<file path="src/rtl/cc_pkg.sv">
package cc_pkg;

    typedef enum logic [1:0] {
        MODE_OFF     = 2'd0,
        MODE_CAPTURE = 2'd1,
        MODE_COMPARE = 2'd2,
        MODE_PWM     = 2'd3
    } cc_mode_e;

    typedef enum logic [1:0] {
        EDGE_RISE = 2'd0,
        EDGE_FALL = 2'd1,
        EDGE_BOTH = 2'd2,
        EDGE_NONE = 2'd3
    } cc_edge_e;

    typedef enum logic [1:0] {
        EV_EVERY     = 2'd0,
        EV_SECOND    = 2'd1,
        EV_RISE_ONLY = 2'd2,
        EV_FALL_ONLY = 2'd3
    } cc_evsel_e;

    typedef enum logic [1:0] {
        ACT_NONE   = 2'd0,
        ACT_TOGGLE = 2'd1,
        ACT_CLEAR  = 2'd2,
        ACT_SET    = 2'd3
    } cc_act_e;

    function automatic logic apply_action(cc_act_e act, logic cur);
        logic res;
        case (act)
            ACT_TOGGLE: res = ~cur;
            ACT_CLEAR:  res = 1'b0;
            ACT_SET:    res = 1'b1;
            default:    res = cur;
        endcase
        return res;
    endfunction

endpackage

</file>
<file path="src/rtl/cc_edge_detect.sv">
module cc_edge_detect (
    input  logic clk,
    input  logic rst_n,
    input  logic sig_in,
    output logic rise,
    output logic fall
);
    typedef struct packed {
        logic in_q;
        logic in_qq;
    } edge_state_t;

    edge_state_t st_d, st_q;

    always_comb begin
        st_d       = st_q;
        st_d.in_q  = sig_in;
        st_d.in_qq = st_q.in_q;
    end

    always_ff @(posedge clk) begin
        if (!rst_n) st_q <= '0;
        else        st_q <= st_d;
    end

    assign rise = st_q.in_q & ~st_q.in_qq;
    assign fall = ~st_q.in_q & st_q.in_qq;

    // a detected rising edge means the input was high one clock earlier
    assert_rise_src_R2: assert property (@(posedge clk) disable iff (!rst_n)
        $rose(st_q.in_q) |-> $past(sig_in));
endmodule

</file>
<file path="src/rtl/cc_cmp_buffer.sv">
module cc_cmp_buffer #(
    parameter int CNT_W = 16
) (
    input  logic             clk,
    input  logic             rst_n,
    input  logic             buf_wr,
    input  logic [CNT_W-1:0] buf_wdata,
    input  logic             upd,
    output logic [CNT_W-1:0] cmp_act
);
    typedef struct packed {
        logic [CNT_W-1:0] bufv;
        logic             full;
        logic [CNT_W-1:0] act;
    } buf_state_t;

    buf_state_t st_d, st_q;

    always_comb begin
        st_d = st_q;
        if (upd && st_q.full) begin
            st_d.act  = st_q.bufv;
            st_d.full = 1'b0;
        end
        if (buf_wr) begin
            st_d.bufv = buf_wdata;
            st_d.full = 1'b1;
        end
    end

    always_ff @(posedge clk) begin
        if (!rst_n) st_q <= '0;
        else        st_q <= st_d;
    end

    assign cmp_act = st_q.act;

    assert_act_hold_R9: assert property (@(posedge clk) disable iff (!rst_n)
        !st_q.full |=> $stable(cmp_act));
    assert_no_upd_R9: assert property (@(posedge clk) disable iff (!rst_n)
        !upd |=> $stable(cmp_act));
endmodule

</file>
<file path="src/rtl/cc_capture.sv">
module cc_capture
    import cc_pkg::*;
#(
    parameter int CNT_W = 16
) (
    input  logic             clk,
    input  logic             rst_n,
    input  cc_mode_e         mode,
    input  cc_edge_e         edge_sel,
    input  cc_evsel_e        ev_sel,
    input  logic             rise,
    input  logic             fall,
    input  logic [CNT_W-1:0] cnt_val,
    output logic [CNT_W-1:0] cap_new,
    output logic [CNT_W-1:0] cap_old,
    output logic             cap_evt
);
    typedef struct packed {
        logic [CNT_W-1:0] cnew;
        logic [CNT_W-1:0] cold;
        logic             parity;
        logic             evt;
    } cap_state_t;

    cap_state_t st_d, st_q;
    logic cap_mode, fire_r, fire_f, fire;

    always_comb begin
        cap_mode = (mode == MODE_CAPTURE);
        fire_r   = cap_mode && rise && (edge_sel == EDGE_RISE || edge_sel == EDGE_BOTH);
        fire_f   = cap_mode && fall && (edge_sel == EDGE_FALL || edge_sel == EDGE_BOTH);
        fire     = fire_r || fire_f;

        st_d = st_q;
        if (fire) begin
            st_d.cold = st_q.cnew;
            st_d.cnew = cnt_val;
        end
        if (!cap_mode)  st_d.parity = 1'b0;
        else if (fire)  st_d.parity = ~st_q.parity;

        case (ev_sel)
            EV_EVERY:     st_d.evt = fire;
            EV_SECOND:    st_d.evt = fire && st_q.parity;
            EV_RISE_ONLY: st_d.evt = fire_r;
            default:      st_d.evt = fire_f;
        endcase
    end

    always_ff @(posedge clk) begin
        if (!rst_n) st_q <= '0;
        else        st_q <= st_d;
    end

    assign cap_new = st_q.cnew;
    assign cap_old = st_q.cold;
    assign cap_evt = st_q.evt;

    assert_shift_R3: assert property (@(posedge clk) disable iff (!rst_n)
        fire |=> cap_old == $past(cap_new));
    assert_latch_R2: assert property (@(posedge clk) disable iff (!rst_n)
        fire |=> cap_new == $past(cnt_val));
    assert_evt_src_R4: assert property (@(posedge clk) disable iff (!rst_n)
        cap_evt |-> $past(fire));
endmodule

</file>
<file path="src/rtl/cc_out_ctrl.sv">
module cc_out_ctrl
    import cc_pkg::*;
#(
    parameter int CNT_W = 16
) (
    input  logic             clk,
    input  logic             rst_n,
    input  cc_mode_e         mode,
    input  cc_act_e          act_match,
    input  cc_act_e          act_ovf,
    input  cc_act_e          act_unf,
    input  logic             idle_lvl,
    input  logic [CNT_W-1:0] cnt_val,
    input  logic [CNT_W-1:0] cmp_act,
    input  logic             cnt_ovf,
    input  logic             cnt_unf,
    input  logic             cnt_run,
    output logic             out_lvl,
    output logic             match_evt
);
    typedef struct packed {
        logic lvl;
        logic mevt;
    } out_state_t;

    out_state_t st_d, st_q;
    logic match;

    always_comb begin
        match = cnt_run && (cnt_val == cmp_act);
        st_d  = st_q;
        st_d.mevt = 1'b0;
        case (mode)
            MODE_COMPARE: begin
                st_d.mevt = match;
                if (!cnt_run)     st_d.lvl = idle_lvl;
                else if (match)   st_d.lvl = apply_action(act_match, st_q.lvl);
                else if (cnt_ovf) st_d.lvl = apply_action(act_ovf, st_q.lvl);
                else if (cnt_unf) st_d.lvl = apply_action(act_unf, st_q.lvl);
            end
            MODE_PWM: begin
                st_d.mevt = match;
                if (!cnt_run)                st_d.lvl = idle_lvl;
                else if (match)              st_d.lvl = 1'b0;
                else if (cnt_ovf || cnt_unf) st_d.lvl = 1'b1;
            end
            default: st_d.lvl = idle_lvl;
        endcase
    end

    always_ff @(posedge clk) begin
        if (!rst_n) st_q <= '0;
        else        st_q <= st_d;
    end

    assign out_lvl   = st_q.lvl;
    assign match_evt = st_q.mevt;

    assert_idle_hold_R6: assert property (@(posedge clk) disable iff (!rst_n)
        ((mode == MODE_COMPARE || mode == MODE_PWM) && !cnt_run) |=> out_lvl == $past(idle_lvl));
    assert_pwm_clear_R8: assert property (@(posedge clk) disable iff (!rst_n)
        (mode == MODE_PWM && match) |=> !out_lvl);
    assert_cmp_set_R5: assert property (@(posedge clk) disable iff (!rst_n)
        (mode == MODE_COMPARE && match && act_match == ACT_SET) |=> out_lvl);
    assert_off_idle_R1: assert property (@(posedge clk) disable iff (!rst_n)
        (mode == MODE_OFF) |=> out_lvl == $past(idle_lvl));
endmodule

</file>
<file path="src/rtl/cc_channel.sv">
module cc_channel
    import cc_pkg::*;
#(
    parameter int CNT_W = 16
) (
    input  logic             clk,
    input  logic             rst_n,
    input  logic [1:0]       cfg_mode,
    input  logic [1:0]       cfg_edge,
    input  logic [1:0]       cfg_evsel,
    input  logic [1:0]       cfg_act_match,
    input  logic [1:0]       cfg_act_ovf,
    input  logic [1:0]       cfg_act_unf,
    input  logic             cfg_idle_lvl,
    input  logic             cfg_invert,
    input  logic             cfg_evt_level,
    input  logic             buf_wr,
    input  logic [CNT_W-1:0] buf_wdata,
    input  logic [CNT_W-1:0] cnt_val,
    input  logic             cnt_ovf,
    input  logic             cnt_unf,
    input  logic             cnt_run,
    input  logic             sig_in,
    output logic             pin_out,
    output logic             evt_out,
    output logic [CNT_W-1:0] cap_new,
    output logic [CNT_W-1:0] cap_old,
    output logic [CNT_W-1:0] cmp_act
);
    cc_mode_e mode;
    logic rise, fall, cap_evt, out_lvl, match_evt, drive_mode;

    assign mode       = cc_mode_e'(cfg_mode);
    assign drive_mode = (mode == MODE_COMPARE) || (mode == MODE_PWM);

    cc_edge_detect u_edge (
        .clk(clk), .rst_n(rst_n), .sig_in(sig_in), .rise(rise), .fall(fall)
    );

    cc_cmp_buffer #(.CNT_W(CNT_W)) u_buf (
        .clk(clk), .rst_n(rst_n), .buf_wr(buf_wr), .buf_wdata(buf_wdata),
        .upd(cnt_ovf | cnt_unf), .cmp_act(cmp_act)
    );

    cc_capture #(.CNT_W(CNT_W)) u_cap (
        .clk(clk), .rst_n(rst_n), .mode(mode),
        .edge_sel(cc_edge_e'(cfg_edge)), .ev_sel(cc_evsel_e'(cfg_evsel)),
        .rise(rise), .fall(fall), .cnt_val(cnt_val),
        .cap_new(cap_new), .cap_old(cap_old), .cap_evt(cap_evt)
    );

    cc_out_ctrl #(.CNT_W(CNT_W)) u_out (
        .clk(clk), .rst_n(rst_n), .mode(mode),
        .act_match(cc_act_e'(cfg_act_match)), .act_ovf(cc_act_e'(cfg_act_ovf)),
        .act_unf(cc_act_e'(cfg_act_unf)), .idle_lvl(cfg_idle_lvl),
        .cnt_val(cnt_val), .cmp_act(cmp_act), .cnt_ovf(cnt_ovf),
        .cnt_unf(cnt_unf), .cnt_run(cnt_run),
        .out_lvl(out_lvl), .match_evt(match_evt)
    );

    assign pin_out = out_lvl ^ cfg_invert;
    assign evt_out = (drive_mode && cfg_evt_level) ? pin_out : (cap_evt | match_evt);

    assert_off_quiet_R1: assert property (@(posedge clk) disable iff (!rst_n)
        (mode == MODE_OFF && $past(mode) == MODE_OFF) |-> !evt_out);
endmodule

</file>
<file path="config.mk">
export PLATFORM = sky130hd
export DESIGN_NAME = cc_channel
export DESIGN_NICKNAME = d
export VERILOG_FILES = /design/src/rtl/cc_pkg.sv /design/src/rtl/cc_edge_detect.sv /design/src/rtl/cc_cmp_buffer.sv /design/src/rtl/cc_capture.sv /design/src/rtl/cc_out_ctrl.sv /design/src/rtl/cc_channel.sv
export SDC_FILE = /design/constraint.sdc
export NUM_CORES = 1
export LEC_CHECK = 0
export BUFFER_PORTS_ARGS = -buffer_cell sky130_fd_sc_hd__buf_2
export CORE_AREA = 2 2 78 155
export DETAILED_ROUTE_END_ITERATION = 8
export DIE_AREA = 0 0 80 157
export PLACE_DENSITY = 0.51
export SETUP_SLACK_MARGIN = 0.2
export SLEW_MARGIN = 10
export SYNTH_ARGS = -nofsm -noshare
export SYNTH_HDL_FRONTEND = slang
export SYNTH_SLANG_ARGS = --single-unit
export TNS_END_PERCENT = 100
</file>
<file path="constraint.sdc">
create_clock -name clk -period 4.2 [get_ports clk]
set_clock_uncertainty 0.2 [all_clocks]
set_input_delay 0.21 -clock clk [delete_from_list [all_inputs] [get_ports clk]]
set_output_delay 0.21 -clock clk [all_outputs]
set_load 0.05 [all_outputs]
</file>
==> metrics.md, run 1 <==
| Metric | Value |
|---|---|
| Mapped Nets | about 440 |
| Internal | ~1300 µW |
| Final cell count without fillers | around 600 |
| Clock Path Buffers | 2 |
| Post-Syn Instances | ~390 |
| Simple-gate share of the synthesized area | 19.1% |
| I/O pins | about 100 |
| Worst hold slack | 0.0286 ns |
| Starting Density | between 20 and 30% |
| Max-slew violation count | 0 |
| Gr usage total | between 10% and 20% |
| Req. time, crit path | between 4 and 5 ns |
| Detail Route Antenna Nets | 0 |
| HP Class | input port to register |
| PwrDens | just under 400 mW/mm² |
| DRT met1 WL | 3.29 mm |
| Detailed Route WL | about 8 mm |
| Post-synth cell types | 32 |
| Xor-xnor portion of the synthesized cell area | ~4.7% |
| Switching portion of total power | between 20 and 25% |
| Area growth syn-to-layout | 27.4% |
| YS warnings | 0 |
| Startpoint Class | register |
| Commonest cells after routing, fill and taps aside | buf_2 (103), nand2_1 (101), dfxtp_1 (71) |
| Crit path kind | register to register |
| Gp weighted congestion | 0.740 |
| TritonCTS clock tree | built |
| Post-CTS setup buffers | 0 |
| CTS buffer count | 9 |
| Crit path max fanout | 33 |
| Synth Area in Compound Gates | between 10% and 20% |
| CP max-delay cell | nand2_1 |
| Final min period | 2.53 ns |
| H-Tree Depth | 3 |
| Power consumption | roughly 1700 µW |
| Vias in the first global route | ~2.6k |
| Most common cell after layout, fill and taps aside | buf_2 |
| Pin count of the biggest net entering global routing | between 70 and 80 |
| Remaining DRCs | 0 |
| Max_slew headroom | 24.0% |
| Mux cell area share after synthesis | 5.39% |
| Yosys reg bits | 71 |
| Antenna violations before repair | 0 |
| Run status | finished, final reports clean |
| Final nets | 525 |
| Crit end category | register |
| GRT Residual Overflow | 0 |
| Max-cap violations | 0 |
| Critical path data arrival time | about 2.6 ns |
| First-pass GRT wire length | approximately 13 mm |
| Clk_lat worst skew | between 0.3 and 0.4 ns |
| Top Metal Used | met4 |
| NetSw | 375 µW |
| Crit-path cells | nand4b_1 > nand2_1 > nand3_1 > a21oi_1 > dlygate4sd3_1 |
| Clock slew at reported path FFs | roughly 0.05 ns |
| Met2 wire len | between 4 and 5 mm |
| Wire per inst | roughly 13 µm |
| Syn avg cell area | between 8 and 9 µm² |
| Post-Syn Area | about 0.0034 mm² |
| Crit-path leading delay family | simple AND/OR/NAND/NOR gates |
| Crit Reg-Reg Startpoint | u_edge.st_d[0]$_SDFF_PN0_ |
| Largest family of logic cells by synthesized area | simple AND/OR/NAND/NOR gates |
| Lkg Pwr | around 0.0018 µW |
| Seq pwr share | approximately two fifths |
| CORE AREA | 0.0113 mm² |
| Fin crit share | 60.1% |
| Routed met3 length | ~330 µm |
| Initial detailed-routing violation count | 57 |
| Via/cell ratio | 4.43 |
| DR pass1 iterations | 6 |
| DP HPWL | 6.10 mm |
| ANT cells | 0 |
| Crit-path max cell delay | about 0.86 ns |
| Die X | about 80 µm |
| Post-synthesis adder-cell area fraction | roughly 1.1% |
| Via Count | around 2.7k |
| Die area | approximately 0.013 mm² |
| Post_cts resized | 0 |
| Cells after DPL | 564 |
| Count of final hold-check violations | 0 |
| PortBufs | just over 100 |
| Combinational cell fraction of total power | about a tenth |
| RSZ-0062 raised after global routing | false |
| Setup TNS | 0 ns |
| Rows | 55 |
| Slew @ Worst Pin | 1.14 ns |
| Clock power frac | 48.1% |
| Post-synthesis sequential area ratio | a little over two fifths |
| Die Y | 157 µm |
| Fmax | a little under 400 MHz |
| Critical path startpoint | u_edge.st_d[0]$_SDFF_PN0_ |
| Worst vdd rail ir drop | about 0.19 mV |
| CTS sink count | 71 |
| Worst path bufs/invs | 1 |
| Share of cells above drive strength 1 | between 20 and 30% |
| Worst Hold Launch | cnt_run |
| CTS root buf | clkbuf_16 |
| # setup viols final | 0 |
-- metrics by stage --
step                      instance area, µm²  setup WS (ns)  util (%)
final                                   4290           1.67      38.0
after global routing                    4290           1.52      38.0
after CTS                               4290           1.67      38.0
after detailed placement                3610           1.75      32.0
after global placement                  3610           1.82      32.0
after floorplan                         3370           1.72         -
-- worst register-to-register path: stages, from the launching register on --
cell and delay, ns:
dfxtp_1 0.31, nand4b_1 0.21, nand2_1 0.86, nand3_1 0.16, a21oi_1 0.17, dlygate4sd3_1 0.56
-- power groups by stage --
stage	Combinational (µW)	Sequential, µW	Clock [µW]
6_report	178	705	818
5_1_grt	195	707	865
4_1_cts	181	705	841
3_5_place_dp	156	720	0
3_3_place_gp	153	720	0
2_1_floorplan	110	715	0
-- layer usage --
metal / up-vias / GRT usage, %
met2: 66 / 24.2
met5: - / 0
met3: 8 / 2.18
li1: 1385 / -
met4: 0 / 6.70
met1: 1268 / 14.5
-- repair_timing --
| action | 4_1_cts | 5_1_grt |
|---|---|---|
| hold buffers | 35 | 0 |
| hold endpoints to repair | 34 | 0 |
| setup endpoints to repair | 0 | 0 |
-- cell families after synthesis --
kind of cell | Yosys count
buffers and inverters | 71
adder cells (fa/ha/maj) | 3
AO/OA/AOI/OAI | 64
XOR/XNOR | 18
multiplexers | 18
AND/OR/NAND/NOR | 142
flip-flops | 71
-- synth_stat cells --
cell type | n | area [µm²]
a211o_1 | 1 | 8.76
a211oi_1 | 1 | 7.51
a21boi_0 | 17 | 128
a21boi_1 | 31 | 233
a21o_1 | 1 | 7.51
a21oi_1 | 4 | 20.0
and2_1 | 3 | 18.8
and3_1 | 1 | 6.26
and4_2 | 1 | 10.0
buf_2 | 10 | 50.1
buf_4 | 48 | 360
clkbuf_1 | 10 | 37.5
dfxtp_1 | 71 | 1420
ha_1 | 3 | 37.5
inv_1 | 3 | 11.3
mux2_2 | 1 | 11.3
mux2i_1 | 17 | 170
nand2_1 | 101 | 379
nand3_1 | 2 | 10.0
nand4_1 | 4 | 25.0
nand4b_1 | 2 | 17.5
nor2_1 | 6 | 22.5
nor2b_1 | 20 | 125
nor4_4 | 1 | 21.3
nor4b_1 | 1 | 8.76
o2111ai_1 | 3 | 26.3
o21a_1 | 1 | 7.51
o21ai_0 | 3 | 15.0
o21ai_1 | 1 | 5.00
o221ai_1 | 1 | 8.76
xnor2_1 | 17 | 149
xor2_1 | 1 | 8.76
-- sequential cells by signal (all words and copies together), names as in the netlist --
register         cells
u_buf.cmp_act       16
u_buf.st_q          17
u_cap.cap_evt        1
u_cap.cap_new       16
u_cap.cap_old       16
u_cap.st_q           1
u_edge.st_d          1
u_edge.st_q          1
u_out.match_evt      1
u_out.out_lvl        1
-- final cells by class --
cell class              instances  area, µm²
inverters                       3       11.3
well taps                     142        178
clock buffers                  13        260
multi-input cells             245       1490
flip-flops and latches         71       1420
repair buffers                138        866
fillers                      1217       7000
clock inverters                 3       65.1
-- final timing paths --
check                                                     end  slack [ns]  cells past startpoint
worst max-delay path                 u_cap.cap_evt$_SDFF_PN0_        1.67                      5
worst min-delay path               u_out.out_lvl$_SDFFE_PN0P_        0.03                      3
worst max register to register       u_cap.cap_evt$_SDFF_PN0_        1.67                      5
worst min register to register  u_cap.cap_old[2]$_SDFFE_PN0N_        0.24                      2
Note: power is estimated with default switching activity, not from simulation.
==> run 2: changes to the inputs <==
PLACE_DENSITY = 0.53   (was 0.51)
clock period = 2.2 ns   (was 4.2 ns; I/O delays follow)
==> run 2 against run 1 <==
Net effect:
- cell area increased by 4.5%
- first-iteration DRC count increased by 18%
- register-to-register slack got worse by 1.3 ns
- worst hold slack got worse by 0.014 ns
- utilization increased by 1.7 points
==> metrics.md, run 2 (synthesis gave the netlist of run 1 again) <==
| Metric | Value |
|---|---|
| Run status | finished, final reports clean |
| CP max-delay cell | dlygate4sd3_1 |
| CTS buffer count | 9 (unchanged) |
| Rows | 55 (unchanged) |
| Setup TNS | 0 ns (unchanged) |
| Max-cap violations | 0 (unchanged) |
| Commonest cells after routing, fill and taps aside | nand2_1 (101), buf_2 (100), dfxtp_1 (67) |
| Crit path max fanout | 5 (-85%) |
| Max-slew violation count | 0 (unchanged) |
| CTS root buf | clkbuf_16 |
| Reg2reg path depth | 7 (+2) |
| Crit Reg-Reg Startpoint | u_buf.cmp_act[6]$_SDFFE_PN0P_ |
| Clock Path Buffers | 2 (unchanged) |
| Initial detailed-routing violation count | 67 (+18%) |
| Crit-path cells | dlygate4sd3_1 > buf_2 > xnor2_1 > nand4_1 > nor4_4 > buf_4 > nor2_1 > o221ai_2 > mux2i_1 |
| Share of cells above drive strength 1 | 28.0% (+2.5 points) |
| Pin count of the biggest net entering global routing | 65 (-11%) |
| Slew @ Worst Pin | 0.515 ns (-0.622 ns) |
| Fmax | around 540 MHz |
| Via Count | 2779 (+1.9%) |
| Lkg Pwr | 0.00194 µW (+6.6%) |
| DR pass1 iterations | 4 (-2) |
| DP HPWL | 6.42 mm (+5.3%) |
| PwrDens | 721 mW/mm² (+82%) |
| Clk_lat worst skew | 0.33 ns (about the same) |
| Gr usage total | 13.9% (+0.60 points) |
| CORE AREA | 0.0113 mm² (unchanged) |
| Max_slew headroom | 65.6% (+42 points) |
| Final cell count without fillers | 627 (+2.0%) |
| GRT Residual Overflow | 0 (unchanged) |
| Crit-path max cell delay | 0.53 ns (-0.33 ns) |
| Crit-path leading delay family | buffers and inverters |
| Die X | 80 µm (unchanged) |
| Cells after DPL | 569 (+0.89%) |
| Gp weighted congestion | 0.767 (+3.6%) |
| Hold path cells | 4 (+1) |
| Via/cell ratio | 4.43 (about the same) |
| Clock slew at reported path FFs | 0.05 ns (about the same) |
| Worst r2r dst | u_out.out_lvl$_SDFFE_PN0P_ |
| Max reg flops | 17 (unchanged) |
| Area growth syn-to-layout | 33.1% |
| Starting Density | 29.8% (unchanged) |
| Detail Route Antenna Nets | 0 (unchanged) |
| Vias in the first global route | 2567 (-2.9%) |
| Critical path startpoint | cnt_val[11] |
| Fin crit share | a little over four fifths |
| Crit path kind | input port to register |
| Count of final hold-check violations | 0 (unchanged) |
| Final nets | 537 (+2.3%) |
| Startpoint Class | input port |
| PortBufs | 103 (unchanged) |
| Antenna violations before repair | 0 (unchanged) |
| Die area | 0.0126 mm² (unchanged) |
| Worst Hold Launch | cfg_idle_lvl |
| First-pass GRT wire length | 13.0 mm (+1.2%) |
| Most common cell after layout, fill and taps aside | nand2_1 |
| Top reg by flops | u_buf.st_q |
| Final min period | between 1.5 and 2 ns |
| I/O pins | 104 (unchanged) |
| Wire per inst | 13.7 µm (+3.4%) |
| Remaining DRCs | 0 (unchanged) |
| TritonCTS clock tree | built |
| CTS sink count | 71 (unchanged) |
| R2R setup slack | 0.37 ns (-1.30 ns) |
| Hold endpoint | u_out.out_lvl$_SDFFE_PN0P_ |
| Worst path bufs/invs | 3 (+2) |
| Detailed Route WL | 8.60 mm (+5.4%) |
| Worst vdd rail ir drop | 0.400 mV (+110%) |
| ANT cells | 0 (unchanged) |
| Critical path data arrival time | 1.91 ns (-0.68 ns) |
| H-Tree Depth | 3 (unchanged) |
| Die Y | 157 µm (unchanged) |
| RSZ-0062 raised after global routing | false |
| # setup viols final | 0 (unchanged) |
| Req. time, crit path | 2.26 ns (-2.01 ns) |
| HP Class | input port to register |
| Crit end category | register |
[run 2: cell types whose count changed in the layout (fill, tap and decap cells not counted), sizes merged]
cell and change:
clkbuf -1, dlymetal6s4s +4, dlygate4sd3 +1, buf +7, clkinv +1
[run 2: how the worst max path moves through the flow]
stage                                       to  slack, ns  cells after the start
floorplan                              evt_out       0.38                      3
global placement    u_out.out_lvl$_SDFFE_PN0P_       0.32                      6
detailed placement  u_out.out_lvl$_SDFFE_PN0P_       0.23                      6
CTS                 u_out.out_lvl$_SDFFE_PN0P_       0.21                      6
global route        u_out.out_lvl$_SDFFE_PN0P_       0.21                      9
finish              u_out.out_lvl$_SDFFE_PN0P_       0.36                      9
[run 2: area by class of cell]
| type | instances | area (µm²) |
|---|---|---|
| fillers | 1150 | 6800 |
| flip-flops and latches | 71 | 1430 |
| clock inverters | 4 | 70.1 |
| clock buffers | 12 | 236 |
| well taps | 142 | 178 |
| multi-input cells | 245 | 1530 |
| inverters | 3 | 11.3 |
| repair buffers | 150 | 1030 |
[run 2: stage by stage]
stage / cell area [µm²] / worst slack [ns] / hold slack, ns / utilization, % / power [µW]
global placement: 3700 / 0.318 / 0.121 / 32.8 / 1680
global route: 4480 / 0.213 / 0.0462 / 39.7 / 3360
floorplan: 3380 / 0.378 / -0.00160 / - / 1580
finish: 4480 / 0.355 / 0.0144 / 39.7 / 3230
CTS: 4410 / 0.215 / 0.00596 / 39.0 / 3270
detailed placement: 3700 / 0.233 / 0.115 / 32.8 / 1690
[run 2: what timing repair did]
action,CTS,global route
endpoints found under the setup margin,0,1
buffers inserted,0,2
resized for setup,0,18
hold buffers,40,0
endpoints found under the hold margin,40,0
[run 2: routing by layer]
metal	vias up	global-route usage [%]	routed length, µm	share of wire (%)
met2	75	24.8	4520	53
met1	1277	14.0	3260	38
met4	0	8.47	365	4.2
met5	-	0	0	0
met3	22	3.84	447	5.2
li1	1405	-	-	-
[run 2: worst register-to-register path: stages (launching register included)]
cell,delay [ns]
dfxtp_2,0.35
xnor2_2,0.17
nand4_1,0.16
nor4_4,0.29
buf_4,0.17
nor2_1,0.05
o221ai_2,0.18
mux2i_1,0.19
[run 2: report_power, final]
part	internal (µW)	leakage, µW	switching, µW
registers	1320	0.000579	24.8
clock network	989	0.000151	525
logic	180	0.00121	193
total	2490	0.00194	743
==> run 3: changes to the inputs <==
clock period = 1.65 ns   (was 2.2 ns; I/O delays follow)
==> run 3 against run 2 <==
Net effect:
- the flow now finishes with violations (negative setup slack)
- global-route usage rose by 0.58 points
- register-to-register slack got worse by 0.51 ns
- highest routed layer unchanged
- largest power group unchanged
- sequential cell count did not move
- largest cell class unchanged
- setup slack got worse by 0.50 ns
- cell area rose by 14%
- non-clock buffer count rose by 28
- power rose by 36%
- die area did not move
- first-iteration DRC count rose by 12%
- critical path depth fell by 3
==> metrics.md, run 3 (synthesis gave the netlist of run 1 again) <==
| Metric | Value |
|---|---|
| # setup viols final | 2 (+2) |
| Clock power frac | 46.4% (-0.4 points) |
| NetSw | 1020 µW (+38%) |
| Clock Path Buffers | 2 (unchanged) |
| Req. time, crit path | 1.71 ns (-0.55 ns) |
| R2R setup slack | -0.14 ns (-0.51 ns) |
| CP max-delay cell | nor4_4 |
| HP Class | input port to register |
| Dpl ws | -0.185 ns (-0.418 ns) |
| Total of fill cells in the finished design | 1108 (-3.7%) |
| First-pass GRT wire length | 13.8 mm (+6.1%) |
| Die X | 80 µm (unchanged) |
| Initial detailed-routing violation count | 75 (+12%) |
| Combinational cell fraction of total power | 12.8% (+1.3 points) |
| Area taken by multi-input logic gates | 0.00186 mm² (+22%) |
| Max-slew violation count | 0 (unchanged) |
| Reg area | 0.00143 mm² (+0.53%) |
| Fin crit share | 109% |
| Setup TNS | -0.234 ns (-0.234 ns) |
| Detailed Route WL | 9.84 mm (+14%) |
| Die area | 0.0126 mm² (unchanged) |
| Hold path cells | 4 (unchanged) |
| Failing checks | negative setup slack |
| Reg2reg path depth | 6 (-1) |
| Commonest cells after routing, fill and taps aside | buf_2 (101), dfxtp_1 (61), nand2_1 (52) |
| DR pass1 iterations | 4 (unchanged) |
| I/O pins | 104 (unchanged) |
| Fmax | between 500 and 600 MHz |
| RSZ-0062 raised after global routing | true |
| Pin count of the biggest net entering global routing | 73 (+12%) |
| Most common cell after layout, fill and taps aside | buf_2 |
| Crit-path max cell delay | 0.40 ns (-0.13 ns) |
| Final nets | 565 (+5.2%) |
| Switching portion of total power | 23.2% (+0.23 points) |
| Vias in the first global route | 2809 (+9.4%) |
| Slew @ Worst Pin | 0.503 ns (-0.0125 ns) |
| Starting Density | 29.8% (unchanged) |
| Clk_lat worst skew | 0.33 ns (about the same) |
| CTS root buf | clkbuf_16 |
| Max reg flops | 17 (unchanged) |
| TritonCTS clock tree | built |
| Crit end category | register |
| Share of cells above drive strength 1 | 45.7% (+18 points) |
| Area growth syn-to-layout | 51.5% |
| Worst vdd rail ir drop | 0.528 mV (+32%) |
| Crit-path cells | xnor2_2 > nand4_1 > nor4_4 > nor2_1 > o221ai_2 > mux2i_1 |
| Final min period | 1.79 ns |
| Crit path max fanout | 4 (-1) |
| Internal | 3390 µW (+36%) |
| Max-cap violations | 0 (unchanged) |
| Max_slew headroom | 66.5% (+0.83 points) |
| Rows | 55 (unchanged) |
| Count of final hold-check violations | 0 (unchanged) |
| CORE AREA | 0.0113 mm² (unchanged) |
| Die Y | 157 µm (unchanged) |
| Seq pwr share | 40.8% (-0.8 points) |
| Crit path kind | register to register |
| Critical path data arrival time | 1.85 ns (-0.06 ns) |
| Via Count | 2958 (+6.4%) |
| Startpoint Class | register |
| Detail Route Antenna Nets | 0 (unchanged) |
| Gr usage total | 14.5% (+0.58 points) |
| Remaining DRCs | 0 (unchanged) |
| Lkg Pwr | 0.00229 µW (+18%) |
| PwrDens | 865 mW/mm² (+20%) |
| Gp weighted congestion | 0.759 (-1.1%) |
| Clock slew at reported path FFs | 0.05 ns (about the same) |
| PortBufs | 103 (unchanged) |
| Worst setup margin | -0.144 ns (-0.499 ns) |
| CTS sink count | 71 (unchanged) |
| CTS buffer count | 9 (unchanged) |
| Wire per inst | 15.0 µm (+9.6%) |
| Antenna violations before repair | 0 (unchanged) |
| Top reg by flops | u_buf.st_q |
| Via/cell ratio | 4.52 (+2.0%) |
| H-Tree Depth | 3 (unchanged) |
| Run status | finished, violations left |
| ANT cells | 0 (unchanged) |
| GRT Residual Overflow | 0 (unchanged) |
| DP HPWL | 6.63 mm (+3.2%) |
[run 3: what timing repair did]
action                                 4_1_cts  5_1_grt
gates cloned                                 0        6
pin swaps                                    3       71
setup buffers                                2        3
setup endpoints to repair                   15       37
endpoints found under the hold margin       38        1
resized for setup                            6       98
hold buffers                                38        1
[run 3: final cells by class]
type                    instances  share of cell area, %
inverters                       3                  0.221
clock inverters                 4                   1.37
clock buffers                  11                   4.76
repair buffers                178                   25.6
flip-flops and latches         71                   28.1
multi-input cells             245                   36.4
well taps                     142                   3.48
[run 3: power by group through the flow]
stage / registers, µW / logic (µW) / clock network (µW)
finish: 1800 / 564 / 2050
global route: 1800 / 609 / 2160
CTS: 1790 / 517 / 2090
detailed placement: 1830 / 443 / 0
global placement: 1830 / 437 / 0
floorplan: 1820 / 287 / 0
[run 3: path summary, 6_finish.rpt]
path	startpoint	endpoint
worst max-delay path	u_buf.cmp_act[0]$_SDFFE_PN0P_	u_out.out_lvl$_SDFFE_PN0P_
worst min register to register	u_buf.st_q[32]$_SDFFE_PN0P_	u_buf.cmp_act[15]$_SDFFE_PN0P_
worst max register to register	u_buf.cmp_act[0]$_SDFFE_PN0P_	u_out.out_lvl$_SDFFE_PN0P_
worst min-delay path	cfg_act_match[0]	u_out.out_lvl$_SDFFE_PN0P_
[run 3: metrics by stage]
step,power (µW),instances,hold WS [ns],utilization (%),cell area [µm²]
final,4410,654,0.0106,45.2,5100
after global routing,4580,654,0.0332,45.2,5100
after CTS,4410,644,-0.149,40.8,4610
after detailed placement,2270,589,0.0901,34.3,3880
after global placement,2270,589,0.0859,34.3,3880
after floorplan,2110,387,-0.0291,-,3410
[run 3: critical path: cells and delay by family (launching register included)]
kind            cells  cell delay (ns)
compound gates      1             0.19
xor+xnor            1             0.11
flops               1             0.35
simple gates        3             0.67
mux                 1             0.20
[run 3: metal layers]
metal	track usage [%]	vias up	wire length, µm
met5	0	-	0
met4	8.56	0	322
met3	2.41	22	440
met2	26.8	81	5660
met1	14.8	1384	3420
li1	-	1471	-
